### src/rtl/wdog_rst_pkg.sv
package wdog_rst_pkg;
  localparam int DW = 8;
  localparam int NSRC = 3;
  localparam int SRC_FP = 0;
  localparam int SRC_RTM = 1;
  localparam int SRC_WD = 2;
  localparam int CTL_EN_BIT = 4;
  localparam logic [DW-1:0] IX_CTRL = 8'h01;
  localparam logic [DW-1:0] IX_KICK = 8'h02;
  localparam logic [DW-1:0] IX_IEN  = 8'h03;
  localparam logic [DW-1:0] IX_EVT  = 8'h04;
  localparam logic [DW-1:0] IX_ATTR = 8'h05;
  localparam logic [DW-1:0] EVT_CLR = 8'hFF;
  typedef enum logic [1:0] {WS_IDLE, WS_ARM, WS_LAST} wstage_e;
endpackage

### src/rtl/wdog_regs.sv
module wdog_regs
  import wdog_rst_pkg::*;
#(
  parameter int SEL_W = 3
) (
  input  logic             clk,
  input  logic             rst_n,
  input  logic             bus_wr_i,
  input  logic             bus_dsel_i,
  input  logic [DW-1:0]    bus_wdata_i,
  output logic [DW-1:0]    bus_rdata_o,
  input  logic             hard_clr_i,
  input  logic             evt_we_i,
  input  logic [NSRC-1:0]  evt_code_i,
  output logic             wd_en_o,
  output logic [SEL_W-1:0] wd_sel_o,
  output logic [3:0]       ien_o,
  output logic [NSRC-1:0]  attr_o,
  output logic [NSRC-1:0]  evt_o,
  output logic             restart_o
);
  logic [DW-1:0]    idx_q, idx_d;
  logic             en_q, en_d;
  logic [SEL_W-1:0] sel_q, sel_d;
  logic [3:0]       ien_q, ien_d;
  logic [NSRC-1:0]  attr_q, attr_d;
  logic [NSRC-1:0]  evt_q, evt_d;
  logic             idx_wr, dat_wr;

  assign idx_wr = bus_wr_i & ~bus_dsel_i;
  assign dat_wr = bus_wr_i & bus_dsel_i;

  always_comb begin
    idx_d  = idx_q;
    en_d   = en_q;
    sel_d  = sel_q;
    ien_d  = ien_q;
    attr_d = attr_q;
    evt_d  = evt_q;
    if (idx_wr) idx_d = bus_wdata_i;
    if (dat_wr) begin
      case (idx_q)
        IX_CTRL: begin
          en_d  = bus_wdata_i[CTL_EN_BIT];
          sel_d = bus_wdata_i[SEL_W-1:0];
        end
        IX_IEN:  ien_d  = bus_wdata_i[3:0];
        IX_ATTR: attr_d = bus_wdata_i[NSRC-1:0];
        IX_EVT:  if (bus_wdata_i == EVT_CLR) evt_d = '0;
        default: ;
      endcase
    end
    if (hard_clr_i) begin
      idx_d  = '0;
      en_d   = 1'b0;
      sel_d  = '0;
      ien_d  = '0;
      attr_d = '0;
    end
    if (evt_we_i) evt_d = evt_code_i;
  end

  always_ff @(posedge clk or negedge rst_n) begin
    if (!rst_n) begin
      idx_q  <= '0;
      en_q   <= 1'b0;
      sel_q  <= '0;
      ien_q  <= '0;
      attr_q <= '0;
      evt_q  <= '0;
    end else begin
      idx_q  <= idx_d;
      en_q   <= en_d;
      sel_q  <= sel_d;
      ien_q  <= ien_d;
      attr_q <= attr_d;
      evt_q  <= evt_d;
    end
  end

  always_comb begin
    bus_rdata_o = '0;
    case (idx_q)
      IX_CTRL: begin
        bus_rdata_o[CTL_EN_BIT]  = en_q;
        bus_rdata_o[SEL_W-1:0]   = sel_q;
      end
      IX_IEN:  bus_rdata_o[3:0]      = ien_q;
      IX_EVT:  bus_rdata_o[NSRC-1:0] = evt_q;
      IX_ATTR: bus_rdata_o[NSRC-1:0] = attr_q;
      default: ;
    endcase
  end

  assign restart_o = dat_wr & ((idx_q == IX_KICK) | (idx_q == IX_CTRL));
  assign wd_en_o   = en_q;
  assign wd_sel_o  = sel_q;
  assign ien_o     = ien_q;
  assign attr_o    = attr_q;
  assign evt_o     = evt_q;
endmodule

### src/rtl/wdog_timer.sv
module wdog_timer
  import wdog_rst_pkg::*;
#(
  parameter int SEL_W    = 3,
  parameter int BASE_EXP = 4
) (
  input  logic             clk,
  input  logic             rst_n,
  input  logic             en_i,
  input  logic [SEL_W-1:0] sel_i,
  input  logic             tick_i,
  input  logic             restart_i,
  input  logic             clr_i,
  output logic             s1_exp_o,
  output logic             s2_exp_o
);
  localparam int CNT_W = BASE_EXP + (1 << SEL_W);

  wstage_e          st_q, st_d;
  logic [CNT_W-1:0] cnt_q, cnt_d;
  logic [CNT_W-1:0] last_cnt;
  logic             step;

  assign last_cnt = (CNT_W'(1) << (BASE_EXP + int'(sel_i))) - CNT_W'(1);
  assign step     = en_i & ~restart_i & tick_i & (cnt_q == last_cnt);
  assign s1_exp_o = step & (st_q == WS_ARM);
  assign s2_exp_o = step & (st_q == WS_LAST);

  always_comb begin
    st_d  = st_q;
    cnt_d = cnt_q;
    if (clr_i || !en_i) begin
      st_d  = WS_IDLE;
      cnt_d = '0;
    end else if (restart_i || st_q == WS_IDLE) begin
      st_d  = WS_ARM;
      cnt_d = '0;
    end else if (tick_i) begin
      if (cnt_q == last_cnt) begin
        st_d  = (st_q == WS_ARM) ? WS_LAST : WS_ARM;
        cnt_d = '0;
      end else begin
        cnt_d = cnt_q + CNT_W'(1);
      end
    end
  end

  always_ff @(posedge clk or negedge rst_n) begin
    if (!rst_n) begin
      st_q  <= WS_IDLE;
      cnt_q <= '0;
    end else begin
      st_q  <= st_d;
      cnt_q <= cnt_d;
    end
  end
endmodule

### src/rtl/wdog_rstgen.sv
module wdog_rstgen
  import wdog_rst_pkg::*;
#(
  parameter int HARD_CYC = 16,
  parameter int SOFT_CYC = 4
) (
  input  logic            clk,
  input  logic            rst_n,
  input  logic            fp_i,
  input  logic            rtm_i,
  input  logic            wd_exp_i,
  input  logic            s1_exp_i,
  input  logic [NSRC-1:0] attr_i,
  input  logic            nmi_en_i,
  input  logic            init_en_i,
  input  logic            restart_i,
  input  logic            wd_en_i,
  output logic            hard_req_o,
  output logic            evt_we_o,
  output logic [NSRC-1:0] evt_code_o,
  output logic            sys_rst_o,
  output logic            init_o,
  output logic            nmi_o
);
  localparam int HC_W = $clog2(HARD_CYC + 1);
  localparam int SC_W = $clog2(SOFT_CYC + 1);

  logic            fp_q, rtm_q;
  logic [NSRC-1:0] req, pick;
  logic            found, soft_sel, any_req, init_load;
  logic [HC_W-1:0] hcnt_q, hcnt_d;
  logic [SC_W-1:0] scnt_q, scnt_d;
  logic            nmi_q, nmi_d;

  always_comb begin
    req          = '0;
    req[SRC_FP]  = fp_i & ~fp_q;
    req[SRC_RTM] = rtm_i & ~rtm_q;
    req[SRC_WD]  = wd_exp_i;
    pick  = '0;
    found = 1'b0;
    for (int i = 0; i < NSRC; i++) begin
      if (req[i] && !found) begin
        pick[i] = 1'b1;
        found   = 1'b1;
      end
    end
  end

  assign any_req    = |req;
  assign soft_sel   = |(pick & attr_i);
  assign hard_req_o = any_req & ~soft_sel;
  assign evt_we_o   = any_req;
  assign evt_code_o = pick;
  assign init_load  = (any_req & soft_sel) | (s1_exp_i & init_en_i);

  always_comb begin
    hcnt_d = hcnt_q;
    scnt_d = scnt_q;
    nmi_d  = nmi_q;
    if (hard_req_o) hcnt_d = HC_W'(HARD_CYC);
    else if (hcnt_q != '0) hcnt_d = hcnt_q - HC_W'(1);
    if (init_load) scnt_d = SC_W'(SOFT_CYC);
    else if (scnt_q != '0) scnt_d = scnt_q - SC_W'(1);
    if (hard_req_o || restart_i || !wd_en_i) nmi_d = 1'b0;
    else if (s1_exp_i && nmi_en_i) nmi_d = 1'b1;
  end

  always_ff @(posedge clk or negedge rst_n) begin
    if (!rst_n) begin
      fp_q   <= 1'b0;
      rtm_q  <= 1'b0;
      hcnt_q <= '0;
      scnt_q <= '0;
      nmi_q  <= 1'b0;
    end else begin
      fp_q   <= fp_i;
      rtm_q  <= rtm_i;
      hcnt_q <= hcnt_d;
      scnt_q <= scnt_d;
      nmi_q  <= nmi_d;
    end
  end

  assign sys_rst_o = (hcnt_q != '0);
  assign init_o    = (scnt_q != '0);
  assign nmi_o     = nmi_q;
endmodule

### src/rtl/wdog_rst_ctrl.sv
module wdog_rst_ctrl
  import wdog_rst_pkg::*;
#(
  parameter int SEL_W    = 3,
  parameter int BASE_EXP = 4,
  parameter int HARD_CYC = 16,
  parameter int SOFT_CYC = 4
) (
  input  logic       clk,
  input  logic       rst_n,
  input  logic       bus_wr_i,
  input  logic       bus_dsel_i,
  input  logic [7:0] bus_wdata_i,
  output logic [7:0] bus_rdata_o,
  input  logic       tick_i,
  input  logic       fp_rst_i,
  input  logic       rtm_rst_i,
  input  logic       swap_sw_i,
  input  logic       latch_open_i,
  output logic       sys_rst_o,
  output logic       init_o,
  output logic       nmi_o,
  output logic       swap_irq_o,
  output logic       latch_irq_o
);
  logic             hard_req, evt_we, restart, wd_en, s1_exp, s2_exp;
  logic [NSRC-1:0]  evt_code, attr, evt;
  logic [SEL_W-1:0] wd_sel;
  logic [3:0]       ien;

  wdog_regs #(.SEL_W(SEL_W)) u_regs (
    .clk(clk), .rst_n(rst_n),
    .bus_wr_i(bus_wr_i), .bus_dsel_i(bus_dsel_i),
    .bus_wdata_i(bus_wdata_i), .bus_rdata_o(bus_rdata_o),
    .hard_clr_i(hard_req), .evt_we_i(evt_we), .evt_code_i(evt_code),
    .wd_en_o(wd_en), .wd_sel_o(wd_sel), .ien_o(ien),
    .attr_o(attr), .evt_o(evt), .restart_o(restart)
  );

  wdog_timer #(.SEL_W(SEL_W), .BASE_EXP(BASE_EXP)) u_timer (
    .clk(clk), .rst_n(rst_n),
    .en_i(wd_en), .sel_i(wd_sel), .tick_i(tick_i),
    .restart_i(restart), .clr_i(hard_req),
    .s1_exp_o(s1_exp), .s2_exp_o(s2_exp)
  );

  wdog_rstgen #(.HARD_CYC(HARD_CYC), .SOFT_CYC(SOFT_CYC)) u_rstgen (
    .clk(clk), .rst_n(rst_n),
    .fp_i(fp_rst_i), .rtm_i(rtm_rst_i),
    .wd_exp_i(s2_exp), .s1_exp_i(s1_exp), .attr_i(attr),
    .nmi_en_i(ien[0]), .init_en_i(ien[1]),
    .restart_i(restart), .wd_en_i(wd_en),
    .hard_req_o(hard_req), .evt_we_o(evt_we), .evt_code_o(evt_code),
    .sys_rst_o(sys_rst_o), .init_o(init_o), .nmi_o(nmi_o)
  );

  assign swap_irq_o  = swap_sw_i & ien[2];
  assign latch_irq_o = latch_open_i & ien[3];
endmodule

### config.mk
export PLATFORM = sky130hd
export DESIGN_NAME = wdog_rst_ctrl
export DESIGN_NICKNAME = d
export VERILOG_FILES = /design/src/rtl/wdog_rst_pkg.sv /design/src/rtl/wdog_regs.sv /design/src/rtl/wdog_timer.sv /design/src/rtl/wdog_rstgen.sv /design/src/rtl/wdog_rst_ctrl.sv
export SDC_FILE = /design/constraint.sdc
export NUM_CORES = 1
export LEC_CHECK = 0
export CORE_MARGIN = 2
export CORE_UTILIZATION = 25
export CTS_CLUSTER_SIZE = 12
export DETAILED_ROUTE_END_ITERATION = 7
export GPL_TIMING_DRIVEN = 0
export HOLD_SLACK_MARGIN = 0.06
export PLACE_DENSITY = 0.43
export SYNTH_ARGS = -nofsm -noshare
export SYNTH_HDL_FRONTEND = slang
export SYNTH_SLANG_ARGS = --single-unit
### constraint.sdc
create_clock -name clk -period 5.44 [get_ports clk]
set_input_delay 1.36 -clock clk [delete_from_list [all_inputs] [get_ports clk]]
set_output_delay 1.36 -clock clk [all_outputs]
set_load 0.1 [all_outputs]
==> reports/results.ini, run 1 <==
[outcome]
outcome=complete, no violations

[power_and_ir_drop]
seqPwrFrac_pct=43.2
switching_share_pct=32.80
power.share.clock_pct=28.2
p_leak_uw=0.001364
peakVddDrop_mv=0.1640
p_sw_uw=308.9
power_frac_comb_pct=28.6
intPower_uw=632.8
powerDensity_nw_per_um2=283.6

[sta]
setup_viol=0
maxSlewViolCount=0
post-route-period-util_pct=87.16
worst_slack_ns=0.6986
grt_setup_unrepaired=no
period_minus_slack_ns=4.741
max_slew_margin_pct=35.19
timing_hold_violations_final=0
worst_pin_slew_ns=0.9691
finalSetupTns_ns=0
final.setup_skew_ns=0.01080
whs_ns=0.5289
clock.fmax_ghz=0.2109

[worst_hold_path]
hp-class=flop to flop

[detailed_routing]
viasPerCell=4.593
routedWlPerCell_um=14.19
postRouteAntennaNets=0
vias=2108
drt-total-wl_um=6512
drc_errors=0
dr.pass1.iters=4
drt-initial-drc-count=81

[clock_network]
hold_buffers=0
numCtsBuffers=5
cts-root-buf=clkbuf_8
clkLatencyLatePin_ns=0.30
h-tree-depth=2
post_cts_resized=0
cts_tree=yes
cts.reportedPaths.clkPinSlew_ns=0.10
cts_buffer_depth=2
clkSinkCount=47
post_cts_buffers=0

[grt]
grt-ovfl-total=0
antenna_found_initial=0
grt_max_degree=36
grt_pass1_wl_um=10800
first_global_vias=2046
grt_usage_pct=11.82

[flow_run]
maxCapViolCount=0

[die]
start_util_pct=25.48
core_region_area_um2=10790
die-area_um2=11860
io-pin-count=30
rows=38
fp.dieW_um=108.9
die_height_um=108.9

[logic_synthesis]
synth_seq_area_share_pct=42.77
synth_top_flop_cell=dfrtp_1
synth_seq_cells=47
syn_inst=282
async_reset_ff_share_pct=100.0
synth-edff-count=0
yosysUniqueCellTypes=55
ys_warn_count=0
syn_area_um2=2750
synth.avg_cell_area_um2=9.752

[worst_setup_path]
cp.required_ns=4.08
path_max_fanout=6
arrival_ns=3.38
worstSetupEndpointType=output port
path_class=flop to output port
startpoint_type=flop

[placement]
place_congestion=0.7800
dpl.hpwl_um=4876
dp_slack_ns=0.9987
portBuffers=26
placed_area_um2=3208

[final_layout]
insertedDiodeCount=0
seqCellArea_um2=1176
fillers=1114
nets=340
drive_above_1_share_pct=12.85
layout_common_cells=dfrtp_1 (47), nor2_1 (43), clkdlybuf4s50_1 (25)
multiInputGateArea_um2=1418
layout_commonest_cell=dfrtp_1
area_growth_pct=20.75
finalInstanceArea_um2=3321

==> Yosys cell counts (2+ instances only) <==
cell	instances	area (um^2)
a211oi_1	2	15.01
a21oi_1	5	25.02
a22oi_1	5	37.54
a31oi_1	2	12.51
a32o_1	2	20.02
and2_1	3	18.77
and3_1	5	31.28
buf_2	2	10.01
buf_4	4	30.03
buf_6	3	33.78
dfrtp_1	47	1176
ha_1	5	62.56
inv_1	9	33.78
mux2_2	2	22.52
mux2i_1	22	220.2
nand2_1	21	78.83
nand2b_1	6	37.54
nand3_1	5	25.02
nand4_1	5	31.28
nor2_1	43	161.4
nor2_2	4	25.02
nor2b_1	10	62.56
nor3_1	12	60.06
nor4_1	2	12.51
nor4_4	2	42.54
o21ai_0	8	40.04
or3_1	5	31.28
or3b_2	2	17.52
xnor2_1	13	113.9
==> path summary, 6_finish.rpt <==
check	startpoint	cells past startpoint	slack (ns)	end
max	u_regs.idx_q[5]	7	0.70	bus_rdata_o[1]
min	u_rstgen.hcnt_q[4]	1	0.53	u_rstgen.hcnt_q[4]
max reg2reg	u_regs.idx_q[5]	8	3.07	u_regs.wd_sel_o[1]
min reg2reg	u_rstgen.hcnt_q[4]	1	0.53	u_rstgen.hcnt_q[4]
max in group asynchronous	rst_n	2	3.98	u_timer.cnt_q[4]
min in group asynchronous	rst_n	1	0.95	u_regs.idx_q[5]
==> power by group through the flow <==
stage                     sequential [uW]  combinational (uW)  clock, uW
after global placement                414                 270          0
final                                 407                 270        265
after CTS                             407                 274        280
after floorplan                       408                 211          0
after detailed placement              414                 273          0
after global routing                  412                 302        297
==> cell families (layout without fill, tap and decap cells) <==
group                      Yosys count  count (layout)  synth area share [%]
adders and majority gates            5               5                 2.275
buffers and inverters               22              57                 5.959
and+or+nand+nor                    137             137                 27.53
AOI/OAI and AO/OA                   32              32                 8.053
muxes                               24              24                 8.826
other                                1               3                0.1364
xor gates and xnor gates            14              14                 4.459
DFF                                 47              47                 42.77
==> critical path, stage by stage, from the launching register on <==
cell	delay, ns
dfrtp_1	0.40
or4_4	0.57
or2_1	0.22
buf_2	0.17
nor4b_4	0.30
a22oi_1	0.14
o21ai_0	0.11
clkdlybuf4s50_1	1.17
==> flip-flops by register name, summed over array words and instances (netlist names) <==
signal / count
u_timer.cnt_q: 12
u_regs.idx_q: 8
u_rstgen.hcnt_q: 5
u_regs.ien_o: 4
u_regs.attr_o: 3
u_regs.evt_o: 3
u_regs.wd_sel_o: 3
u_rstgen.scnt_q: 3
u_timer.st_q: 2
u_regs.wd_en_o: 1
u_rstgen.fp_q: 1
u_rstgen.nmi_o: 1
u_rstgen.rtm_q: 1
==> metrics by stage <==
step | cells | total power [uW] | utilization (%)
after floorplan | 284 | 619.3 | -
after global placement | 450 | 683.7 | 29.59
after detailed placement | 451 | 687.2 | 29.72
after CTS | 459 | 960.8 | 30.77
after global routing | 459 | 1011 | 30.77
final | 459 | 941.7 | 30.77
==> cell type report <==
cell class	instances	share of cell area, %
Tap cell	140	5.275
Buffer	13	3.919
Multi-Input combinational cell	215	42.69
Timing Repair Buffer	27	8.289
Clock inverter	3	1.319
Sequential cell	47	35.42
Inverter	9	1.017
Clock buffer	5	2.072
==> routing by layer <==
metal	wire length [um]	vias up	track usage, %
met3	182	5	2.510
li1	-	1043	-
met4	59	0	2.747
met1	3264	1036	16.69
met2	3005	24	18.46
met5	0	-	0
Power figures use the tool's default switching activity.
==> inputs of run 2 (changes only) <==
CORE_MARGIN = 3   (was 2)
==> reports/results.ini, run 2 (same netlist as run 1, synthesis figures left out) <==
[clock_network]
post_cts_resized=0
cts.reportedPaths.clkPinSlew_ns=0.09
clkLatencyLatePin_ns=0.30
h-tree-depth=2
clkSinkCount=47
cts_tree=yes
cts-root-buf=clkbuf_8
hold_buffers=0
cts_buffer_depth=2
numCtsBuffers=5
post_cts_buffers=0

[die]
start_util_pct=26.17
core_region_area_um2=10510
die_height_um=110.9
die-area_um2=12300
rows=37
io-pin-count=30
fp.dieW_um=110.9

[sta]
worst_slack_ns=0.6316
post-route-period-util_pct=88.39
period_minus_slack_ns=4.808
timing_hold_violations_final=0
clock.fmax_ghz=0.2080
setup_viol=0
final.setup_skew_ns=0.006141
max_slew_margin_pct=34.92
grt_setup_unrepaired=no
worst_pin_slew_ns=0.9731
finalSetupTns_ns=0
maxSlewViolCount=0

[worst_hold_path]
hp-start=u_regs.idx_q[5]
hp-class=flop to flop

[grt]
grt_pass1_wl_um=11470
antenna_found_initial=0
first_global_vias=2146
grt_most_used_layer=met2
use_met1_pct=16.93
grt-ovfl-total=0
grt_usage_pct=11.37
use_met3_pct=2.020
grt_max_degree=37
grtUsageMet2_pct=17.03

[final_layout]
nets=340
insertedDiodeCount=0
layout_common_cells=dfrtp_1 (47), nor2_1 (43), clkdlybuf4s50_1 (25)
reg_top3=u_timer.cnt_q: 12 flops, u_regs.idx_q: 8 flops, u_rstgen.hcnt_q: 5 flops
largest_register_ffs=12
area_growth_pct=21.43
layout_commonest_cell=dfrtp_1
top_register=u_timer.cnt_q
drive_above_1_share_pct=12.85

[placement]
portBuffers=26
dp_slack_ns=0.9764
dpl.hpwl_um=4813
place_congestion=0.7684

[power_and_ir_drop]
powerDensity_nw_per_um2=296.6
peakVddDrop_mv=0.1959
intPower_uw=679.8
power_frac_comb_pct=27.6
power.share.clock_pct=31.4
p_sw_uw=310.7
switching_share_pct=31.37
p_leak_uw=0.001370
seqPwrFrac_pct=41.0

[flow_run]
maxCapViolCount=0

[worst_setup_path]
worstSetupEndpointType=output port
startpoint_type=flop
worstReg2RegStart=u_timer.cnt_q[0]
cp.required_ns=4.08
arrival_ns=3.45
path_class=flop to output port
path_max_fanout=6
critPathLaunch=u_regs.idx_q[5]

[detailed_routing]
drc_errors=0
drt-initial-drc-count=149
viasPerCell=4.558
vias=2074
dr.pass1.iters=4
postRouteAntennaNets=0
routedWlPerCell_um=14.25
drt-total-wl_um=6483

[outcome]
outcome=complete, no violations

==> run 2: changes by cell type in the layout (fill, tap and decap cells not counted) <==
cell	before	now
bufinv_16	1	2
clkinv_4	1	0
clkinvlp_4	0	1
clkinv_2	1	0
==> run 2: area by class of cell <==
class                   instances  area (um^2)
well taps                     136        170.2
inverters                       9        33.78
flip-flops and latches         47         1176
multi-input cells             215         1418
clock buffers                   5        68.82
fillers                      1140         7169
plain buffers                  13        130.1
repair buffers                 27        275.3
clock inverters                 3        67.56
==> run 2: worst max-delay path, cell delays in order (launching register included) <==
cell and delay (ns):
dfrtp_1 0.38, or4_4 0.57, or2_1 0.22, buf_2 0.17, nor4b_4 0.32, a22oi_1 0.15
o21ai_0 0.14, clkdlybuf4s50_1 1.19
==> run 2: final timing paths <==
check / end / slack, ns / depth (start not counted)
max: bus_rdata_o[1] / 0.63 / 7
min in group asynchronous: u_rstgen.scnt_q[0] / 0.94 / 1
max in group asynchronous: u_regs.wd_en_o / 4.01 / 2
min reg2reg: u_regs.idx_q[5] / 0.53 / 2
max reg2reg: u_rstgen.nmi_o / 3.07 / 7
min: u_regs.idx_q[5] / 0.53 / 2
==> run 2: per-layer routing <==
layer / wire [um] / part of all wire, % / vias up
met1: 3358 / 52 / 1000
li1: - / - / 1046
met5: 0 / 0 / -
met4: 60 / 0.93 / 0
met2: 2909 / 45 / 24
met3: 155 / 2.4 / 4
==> run 2: per-stage QoR <==
step	util, %	cells	hold slack (ns)	total power, uW	area (um^2)
2_1_floorplan	-	284	0.4839	619.3	2758
3_3_place_gp	30.34	446	0.5067	684.9	3188
3_5_place_dp	30.48	447	0.5057	688.5	3203
4_1_cts	31.78	455	0.5299	1007	3339
5_1_grt	31.78	455	0.5486	1060	3339
6_report	31.78	455	0.5288	990.4	3339
==> run 2: power by group through the flow <==
stage / sequential [uW] / combinational (uW) / clock [uW]
after CTS: 406 / 277 / 324
after global routing: 412 / 309 / 340
after detailed placement: 413 / 275 / 0
after floorplan: 408 / 211 / 0
after global placement: 414 / 271 / 0
final: 407 / 273 / 311
==> inputs of run 3 (changes only) <==
SLEW_MARGIN = 20   (was not set)
clock period = 5 ns   (was 5.44 ns; I/O delays follow)
==> reports/results.ini, run 3 (same netlist as run 1, synthesis figures left out) <==
[grt]
grt-ovfl-total=0
grt_usage_pct=11.49
antenna_found_initial=0
grt_max_degree=48
grt_pass1_wl_um=11430
first_global_vias=2165

[worst_hold_path]
hp-class=flop to flop
hp-start=u_rstgen.hcnt_q[4]
hold_depth=1
hold_end=u_rstgen.hcnt_q[4]

[die]
fp.dieW_um=110.9
io-pin-count=30
core_region_area_um2=10510
die-area_um2=12300
start_util_pct=26.17
rows=37
die_height_um=110.9

[clock_network]
numCtsBuffers=5
post_cts_buffers=0
cts_buffer_depth=2
cts_tree=yes
cts-root-buf=clkbuf_8
post_cts_resized=0
clkSinkCount=47
hold_buffers=0
h-tree-depth=2
cts.reportedPaths.clkPinSlew_ns=0.09
clkLatencyLatePin_ns=0.31

[sta]
maxSlewViolCount=0
setup_viol=0
clock.fmax_ghz=0.2120
final.setup_skew_ns=0.01045
grt_setup_unrepaired=no
worst_pin_slew_ns=0.9850
finalSetupTns_ns=0
max_slew_margin_pct=34.13
period_minus_slack_ns=4.718
post-route-period-util_pct=94.36
timing_hold_violations_final=0

[final_layout]
fin_cells=454
insertedDiodeCount=0
fillers=1119
top_register=u_timer.cnt_q
largest_register_ffs=12
reg_top3=u_timer.cnt_q: 12 flops, u_regs.idx_q: 8 flops, u_rstgen.hcnt_q: 5 flops
seqCellArea_um2=1176
area_growth_pct=19.06
multiInputGateArea_um2=1418
layout_commonest_cell=dfrtp_1
nets=339
drive_above_1_share_pct=12.26
layout_common_cells=dfrtp_1 (47), nor2_1 (43), clkdlybuf4s50_1 (25)

[detailed_routing]
dr.pass1.iters=4
drt-total-wl_um=6522
viasPerCell=4.511
vias=2048
drc_errors=0
routedWlPerCell_um=14.37
postRouteAntennaNets=0
drt-initial-drc-count=117

[power_and_ir_drop]
peakVddDrop_mv=0.1898
p_total_uw=979.7
p_leak_uw=0.001339
powerDensity_nw_per_um2=299.2

[worst_setup_path]
path_max_fanout=6
slowest_stage=clkdlybuf4s50_1
path_class=flop to output port
slowest_delay_ns=1.19
reg2reg_to=u_rstgen.nmi_o
cp.depth=7
cp.required_ns=3.75
worstReg2RegStart=u_timer.cnt_q[0]
worst-path-buf-inv=2
startpoint_type=flop
path_cells=or4_4, or2_1, buf_2, nor4b_4, a22oi_1, o21ai_0, clkdlybuf4s50_1
critPathLaunch=u_regs.idx_q[5]
r2r_cells=7
worstSetupEndpointType=output port
arrival_ns=3.47
r2r_setup_slack_ns=2.61
cp_top_family=buffers and inverters

[placement]
portBuffers=26
dpl.hpwl_um=4762
place_congestion=0.7684
dp_cells=446

[flow_run]
maxCapViolCount=0

[outcome]
outcome=complete, no violations

-- run 3: changes by cell type in the layout (fill, tap and decap cells not counted) --
| cell | change |
|---|---|
| bufinv_16 | -2 |
| buf_12 | -1 |
| buf_2 | -1 |
| buf_4 | +1 |
| clkbuf_1 | +1 |
| inv_6 | +1 |
-- run 3: worst register-to-register path, stage by stage, from the launching register on --
cell and delay (ns):
dfrtp_1 0.40, ha_1 0.18, and2_1 0.25, nand4b_1 0.15, a211oi_1 0.32, nand4_1 0.30, or3_1 0.44, a211oi_1 0.26
-- run 3: worst max-delay path by stage --
stage                                end  slack, ns
after floorplan           bus_rdata_o[0]       0.34
after global placement    bus_rdata_o[0]       0.63
after detailed placement  bus_rdata_o[0]       0.66
final                     bus_rdata_o[1]       0.28
after global routing      bus_rdata_o[1]       0.13
after CTS                 bus_rdata_o[0]       0.30
-- run 3: layer usage --
| layer | global-route usage [%] | vias up | part of all wire (%) |
|---|---|---|---|
| met5 | 0 | - | 0 |
| met4 | 3.202 | 0 | 1.2 |
| met3 | 2.729 | 8 | 3.2 |
| met1 | 16.17 | 973 | 52 |
| li1 | - | 1040 | - |
| met2 | 17.56 | 27 | 43 |
-- run 3: power by group --
part | leakage [uW] | total (uW) | switching (uW) | internal, uW
clock | 0.0000418 | 243 | 142 | 101
combinational | 0.000668 | 294 | 174 | 120
sequential | 0.000629 | 442 | 24.2 | 418
-- run 3: cell type report --
cell class / instances / area share, %
multi-input cells: 215 / 43.29
flip-flops and latches: 47 / 35.92
repair buffers: 26 / 7.872
well taps: 136 / 5.197
plain buffers: 13 / 3.974
clock buffers: 6 / 2.216
inverters: 9 / 1.032
clock inverters: 2 / 0.4968
-- run 3: through the flow --
stage | hold slack [ns] | worst slack (ns) | utilization [%] | instance area [um^2]
4_1_cts | 0.5295 | 0.2961 | 31.16 | 3274
2_1_floorplan | 0.4839 | 0.3381 | - | 2758
3_5_place_dp | 0.5057 | 0.6612 | 30.31 | 3186
6_report | 0.5273 | 0.2822 | 31.16 | 3274
3_3_place_gp | 0.5067 | 0.6301 | 30.34 | 3188
5_1_grt | 0.5476 | 0.1267 | 31.16 | 3274
